**src/rtl/dp_alu_pkg.sv**
```systemverilog
package dp_alu_pkg;

    localparam int OP_W = 4;

    typedef enum logic [OP_W-1:0] {
        OP_AND  = 4'b0000,
        OP_OR   = 4'b0001,
        OP_ADD  = 4'b0010,
        OP_SLL  = 4'b0011,
        OP_SRL  = 4'b0100,
        OP_SUB  = 4'b0110,
        OP_SLT  = 4'b0111,
        OP_ADDU = 4'b1000,
        OP_SUBU = 4'b1001,
        OP_XOR  = 4'b1010,
        OP_SLTU = 4'b1011,
        OP_NOR  = 4'b1100,
        OP_SRA  = 4'b1101,
        OP_LUI  = 4'b1110
    } alu_op_e;

    typedef enum logic [1:0] {
        SH_LEFT  = 2'b00,
        SH_RIGHT = 2'b01,
        SH_ARITH = 2'b10
    } shift_kind_e;

    typedef enum logic [1:0] {
        LG_AND = 2'b00,
        LG_OR  = 2'b01,
        LG_XOR = 2'b10,
        LG_NOR = 2'b11
    } logic_kind_e;

endpackage

```
**src/rtl/dp_alu_addsub.sv**
```systemverilog
module dp_alu_addsub #(
    parameter int W = 32
) (
    input  logic [W-1:0] lhs,
    input  logic [W-1:0] rhs,
    input  logic         do_sub,
    output logic [W-1:0] sum
);
    logic [W-1:0] rhs_eff;
    logic [W:0]   full;

    // Subtraction reuses the adder: invert rhs and inject a carry.
    assign rhs_eff = rhs ^ {W{do_sub}};
    assign full    = {1'b0, lhs} + {1'b0, rhs_eff} + {{W{1'b0}}, do_sub};
    // The carry out is dropped: no overflow is reported.
    assign sum     = full[W-1:0];
endmodule

```
**src/rtl/dp_alu_compare.sv**
```systemverilog
module dp_alu_compare #(
    parameter int W = 32
) (
    input  logic [W-1:0] lhs,
    input  logic [W-1:0] rhs,
    input  logic         is_signed,
    output logic         less
);
    logic [W-1:0] lhs_k;
    logic [W-1:0] rhs_k;

    // Flipping the sign bits maps two's-complement order onto unsigned order.
    assign lhs_k = {lhs[W-1] ^ is_signed, lhs[W-2:0]};
    assign rhs_k = {rhs[W-1] ^ is_signed, rhs[W-2:0]};
    assign less  = (lhs_k < rhs_k);
endmodule

```
**src/rtl/dp_alu_shift.sv**
```systemverilog
module dp_alu_shift
    import dp_alu_pkg::*;
#(
    parameter int W   = 32,
    parameter int SHW = $clog2(W)
) (
    input  logic [W-1:0]   val,
    input  logic [SHW-1:0] amt,
    input  shift_kind_e    kind,
    output logic [W-1:0]   out
);
    always_comb begin
        unique case (kind)
            SH_LEFT:  out = val << amt;
            SH_RIGHT: out = val >> amt;
            SH_ARITH: out = W'($signed(val) >>> amt);
            default:  out = '0;
        endcase
    end
endmodule

```
**src/rtl/dp_alu_logic.sv**
```systemverilog
module dp_alu_logic
    import dp_alu_pkg::*;
#(
    parameter int W = 32
) (
    input  logic [W-1:0] lhs,
    input  logic [W-1:0] rhs,
    input  logic_kind_e  kind,
    output logic [W-1:0] out
);
    always_comb begin
        unique case (kind)
            LG_AND:  out = lhs & rhs;
            LG_OR:   out = lhs | rhs;
            LG_XOR:  out = lhs ^ rhs;
            LG_NOR:  out = ~(lhs | rhs);
            default: out = '0;
        endcase
    end
endmodule

```
**src/rtl/dp_alu.sv**
```systemverilog
module dp_alu
    import dp_alu_pkg::*;
#(
    parameter int W = 32
) (
    input  logic [W-1:0]    opnd_a,
    input  logic [W-1:0]    opnd_b,
    input  logic [OP_W-1:0] op_sel,
    output logic [W-1:0]    result,
    output logic            is_zero
);
    localparam int SHW  = $clog2(W);
    localparam int HALF = W / 2;

    alu_op_e     op;
    logic        do_sub;
    logic        cmp_signed;
    shift_kind_e sh_kind;
    logic_kind_e lg_kind;

    logic [W-1:0] arith_out;
    logic [W-1:0] shift_out;
    logic [W-1:0] logic_out;
    logic [W-1:0] lui_out;
    logic         less;

    assign op = alu_op_e'(op_sel);

    // Control decode for the shared subunits.
    always_comb begin
        do_sub     = 1'b0;
        cmp_signed = 1'b0;
        sh_kind    = SH_LEFT;
        lg_kind    = LG_AND;
        unique case (op)
            OP_SUB, OP_SUBU: do_sub     = 1'b1;
            OP_SLT:          cmp_signed = 1'b1;
            OP_SRL:          sh_kind    = SH_RIGHT;
            OP_SRA:          sh_kind    = SH_ARITH;
            OP_OR:           lg_kind    = LG_OR;
            OP_XOR:          lg_kind    = LG_XOR;
            OP_NOR:          lg_kind    = LG_NOR;
            default: ;
        endcase
    end

    dp_alu_addsub #(.W(W)) u_addsub (
        .lhs    (opnd_a),
        .rhs    (opnd_b),
        .do_sub (do_sub),
        .sum    (arith_out)
    );

    dp_alu_compare #(.W(W)) u_cmp (
        .lhs       (opnd_a),
        .rhs       (opnd_b),
        .is_signed (cmp_signed),
        .less      (less)
    );

    dp_alu_shift #(.W(W), .SHW(SHW)) u_shift (
        .val  (opnd_b),
        .amt  (opnd_a[SHW-1:0]),
        .kind (sh_kind),
        .out  (shift_out)
    );

    dp_alu_logic #(.W(W)) u_logic (
        .lhs  (opnd_a),
        .rhs  (opnd_b),
        .kind (lg_kind),
        .out  (logic_out)
    );

    // Upper-immediate path: low half of B moved to the top.
    assign lui_out = {opnd_b[HALF-1:0], {HALF{1'b0}}};

    // Result select; unused codes fall to zero.
    always_comb begin
        unique case (op)
            OP_AND, OP_OR, OP_XOR, OP_NOR:    result = logic_out;
            OP_ADD, OP_ADDU, OP_SUB, OP_SUBU: result = arith_out;
            OP_SLT, OP_SLTU:                  result = {{(W-1){1'b0}}, less};
            OP_SLL, OP_SRL, OP_SRA:           result = shift_out;
            OP_LUI:                           result = lui_out;
            default:                          result = '0;
        endcase
    end

    assign is_zero = ~|result;

    // Guards across the subunits and the result select.
    always_comb begin
        if (op_sel == 4'b0111 || op_sel == 4'b1011)
            assert_cmp_one_bit_R4: assert (result[W-1:1] == '0);
        if (op_sel == 4'b1110)
            assert_lui_low_clear_R8: assert (result[HALF-1:0] == '0);
        if (op_sel == 4'b0110 || op_sel == 4'b1001)
            assert_sub_inverse_R3: assert (W'(result + opnd_b) == opnd_a);
        if (op_sel == 4'b0010 || op_sel == 4'b1000)
            assert_add_inverse_R2: assert (W'(result - opnd_b) == opnd_a);
        if (op_sel == 4'b1101 && opnd_b[W-1])
            assert_sra_sign_kept_R7: assert (result[W-1]);
        if (op_sel == 4'b0101 || op_sel == 4'b1111)
            assert_unused_zero_R9: assert (is_zero);
        if (is_zero)
            assert_flag_means_clear_R10: assert (result[HALF-1:0] == '0);
    end
endmodule

```
**config.mk**
```make
export PLATFORM = sky130hd
export DESIGN_NAME = dp_alu
export DESIGN_NICKNAME = d
export VERILOG_FILES = /design/src/rtl/dp_alu_pkg.sv /design/src/rtl/dp_alu_addsub.sv /design/src/rtl/dp_alu_compare.sv /design/src/rtl/dp_alu_shift.sv /design/src/rtl/dp_alu_logic.sv /design/src/rtl/dp_alu.sv
export SDC_FILE = /design/constraint.sdc
export NUM_CORES = 1
export LEC_CHECK = 0
export ABC_AREA = 1
export BUFFER_PORTS_ARGS = -buffer_cell sky130_fd_sc_hd__buf_2
export CAP_MARGIN = 20
export CORE_UTILIZATION = 45
export DETAILED_ROUTE_END_ITERATION = 7
export PLACE_DENSITY = 0.75
export SLEW_MARGIN = 20
export SYNTH_ARGS = -nofsm -noshare
export SYNTH_HDL_FRONTEND = slang
export SYNTH_HIERARCHICAL = 1
export SYNTH_SLANG_ARGS = --single-unit
```
**constraint.sdc**
```tcl
create_clock -name vclk -period 3.7
set_input_delay 0.555 -clock vclk [all_inputs]
set_output_delay 0.555 -clock vclk [all_outputs]
set_load 0.02 [all_outputs]
```
==> impl_metrics.env <==
export IMPL_status="finished, violations left"
export IMPL_violations="design-rule violations, negative setup slack"
export IMPL_grt_pass1_wl_um=72700
export IMPL_cp_required_ns=3.14
export IMPL_p_leak_nw=7.94
export IMPL_path_max_fanout=6
export IMPL_diodes=0
export IMPL_antenna_found_initial=1
export IMPL_dp_slack_ns=-0.798
export IMPL_ant_nets=0
export IMPL_final_area_mm2=0.0142
export IMPL_numPortBuffers=101
export IMPL_coreArea_mm2=0.0220
export IMPL_drt_iter0_drc=1866
export IMPL_post_synth_top_count_cell="nand2_1"
export IMPL_drive_above_1_share_pct=30.2
export IMPL_syn_area_per_cell_um2=5.21
export IMPL_first_pass_iters=8
export IMPL_nNetsFinal=2460
export IMPL_end_kind="output port"
export IMPL_post_route_period_util_pct=120
export IMPL_post_route_min_period_ns=4.42
export IMPL_timing_slew_headroom_pct=39.9
export IMPL_netlist_top_cells_area="nand2_1 23%, nand3_1 22%, ha_1 16%"
export IMPL_final_hold_viol_count=0
export IMPL_io_pins=101
export IMPL_grt_pass1_vias=13400
export IMPL_cp_start_kind="input port"
export IMPL_hp_class="input port to output port"
export IMPL_synth_fp_nets=2154
export IMPL_hold_start="opnd_b[11]"
export IMPL_ir_drop_v=0.000107
export IMPL_synth_seq_area_share_pct=0
export IMPL_yosys_cell_types_count=41
export IMPL_die_w_um=152
export IMPL_finalSetupViolCount=28
export IMPL_yosys_area_top_type_share_pct=22.7
export IMPL_dieArea_mm2=0.0232
export IMPL_track_usage_pct=39.3
export IMPL_placed_cell_area_mm2=0.0125
export IMPL_finalSetupTns_ns=-6.92
export IMPL_seq_area_um2=0
export IMPL_gr_total_overflow=0
export IMPL_grt_max_degree=67
export IMPL_viasPerCell=5.88
export IMPL_maxCapViolCount=0
export IMPL_cp_startpoint="op_sel[2]"
export IMPL_slew_violations=0
export IMPL_utilization_pct=64.5
export IMPL_wl_um=49600
export IMPL_p_total_mw=2.92
export IMPL_tightestPinTransition_ns=0.899
export IMPL_vias=14900
export IMPL_wire_per_inst_um=19.5
export IMPL_seq_cell_count=0
export IMPL_clockBufferCount=0
export IMPL_initial_core_util_pct=46.3
export IMPL_setup_ws_ns=-0.724
export IMPL_dp_hpwl_um=37100
export IMPL_rsz0062_at_grt="true"
export IMPL_area_growth_pct=39.5
export IMPL_fp_row_count=54
export IMPL_gp_congestion=1.03
export IMPL_yosys_top_cells_count="616 x nand2_1, 456 x nand3_1, 259 x inv_1"
export IMPL_synth_top_area_cell="nand2_1"
export IMPL_netlist_area_mm2=0.0102
export IMPL_yosys_warnings=6
export IMPL_critical_path_class="input port to output port"
export IMPL_synthCells=1957
export IMPL_die_height_um=152
export IMPL_drcViolationCount=10
export IMPL_worstPathArrival_ns=3.87
export IMPL_max_freq_ghz=0.226
export IMPL_p_per_area_mw_per_mm2=205
==> layout by cell type (no fill, tap or decap), types with 5 or more instances in the layout <==
master / Yosys / final
o211ai_1: 14 / 14
nand3_2: 8 / 33
a21oi_4: 0 / 8
buf_12: 1 / 14
nor2_4: 5 / 18
nor2_2: 7 / 20
nand2_2: 38 / 89
o21ai_2: 3 / 5
o21ai_1: 11 / 14
inv_1: 259 / 243
nand4_1: 40 / 40
buf_4: 8 / 253
nand3b_1: 12 / 12
buf_2: 57 / 77
xor2_2: 0 / 17
nor2_1: 93 / 67
inv_2: 10 / 23
xor2_1: 45 / 26
nand2_4: 3 / 18
ha_4: 0 / 7
ha_1: 128 / 119
nor3_2: 4 / 5
nand2_1: 616 / 550
nand3_1: 456 / 428
a21oi_2: 4 / 21
o21ai_0: 26 / 18
a21oi_1: 54 / 29
buf_6: 12 / 48
and2_1: 5 / 5
==> path summary, 6_finish.rpt <==
| path | to | slack, ns | cells past startpoint |
|---|---|---|---|
| setup / recovery | is_zero | -0.72 | 27 |
| hold / removal | result[27] | 1.89 | 8 |
==> area by class of cell <==
cell class / count / area, µm²
Fill cell: 2025 / 7810
Inverter: 271 / 1040
Timing Repair Buffer: 395 / 3160
Tap cell: 280 / 350
Multi-Input combinational cell: 1595 / 9660
==> layer usage <==
layer	track usage, %	up-vias	routed length, µm
met2	60.6	1039	20500
li1	-	6941	-
met4	19.0	0	3300
met3	3.92	238	5690
met5	0	-	0
met1	54.6	6719	20100
==> kinds of logic after synthesis <==
kind of cell,Yosys count,synth area share [%]
buf+inv,362,15.4
xor+xnor,49,4.21
fa+ha+maj,129,15.9
compound gates,121,6.78
simple gates,1296,57.6
==> report_power, final <==
group | total [mW] | leakage (nW) | switching [mW] | internal [mW]
combinational | 2.92 | 7.94 | 1.73 | 1.19
clock | 0 | 0 | 0 | 0
sequential | 0 | 0 | 0 | 0
==> per-stage QoR <==
stage / hold slack (ns) / instances
3_3_place_gp: 1.90 / 2494
3_5_place_dp: 1.91 / 2494
4_1_cts: 1.87 / 2532
2_1_floorplan: 1.34 / 1957
5_1_grt: 1.91 / 2541
6_report: 1.89 / 2541
==> timing repair <==
item,4_1_cts,5_1_grt
pin swaps,75,106
hold buffers,0,0
endpoints found under the hold margin,0,0
buffers inserted,41,18
cloned,1,0
setup endpoints to repair,26,29
gates resized for setup,169,163
==> worst max-delay path: stages <==
cell      delay (ns)
buf_12          0.10
inv_12          0.03
nor2_4          0.11
inv_2           0.06
o21ai_4         0.17
buf_12          0.16
buf_12          0.14
xor2_1          0.15
ha_1            0.32
a21oi_2         0.25
buf_4           0.16
o21ai_4         0.06
nand2_2         0.09
nand2_2         0.07
a21oi_2         0.17
nand2_1         0.07
nand2_1         0.07
nand2_2         0.05
nand3_2         0.07
nand2_2         0.08
nand3b_1        0.18
nor2_1          0.12
nand2_1         0.06
nor2_1          0.12
nand2_1         0.10
nor2_4          0.17
buf_6           0.14
No activity file was read; power rests on OpenSTA's default activity.
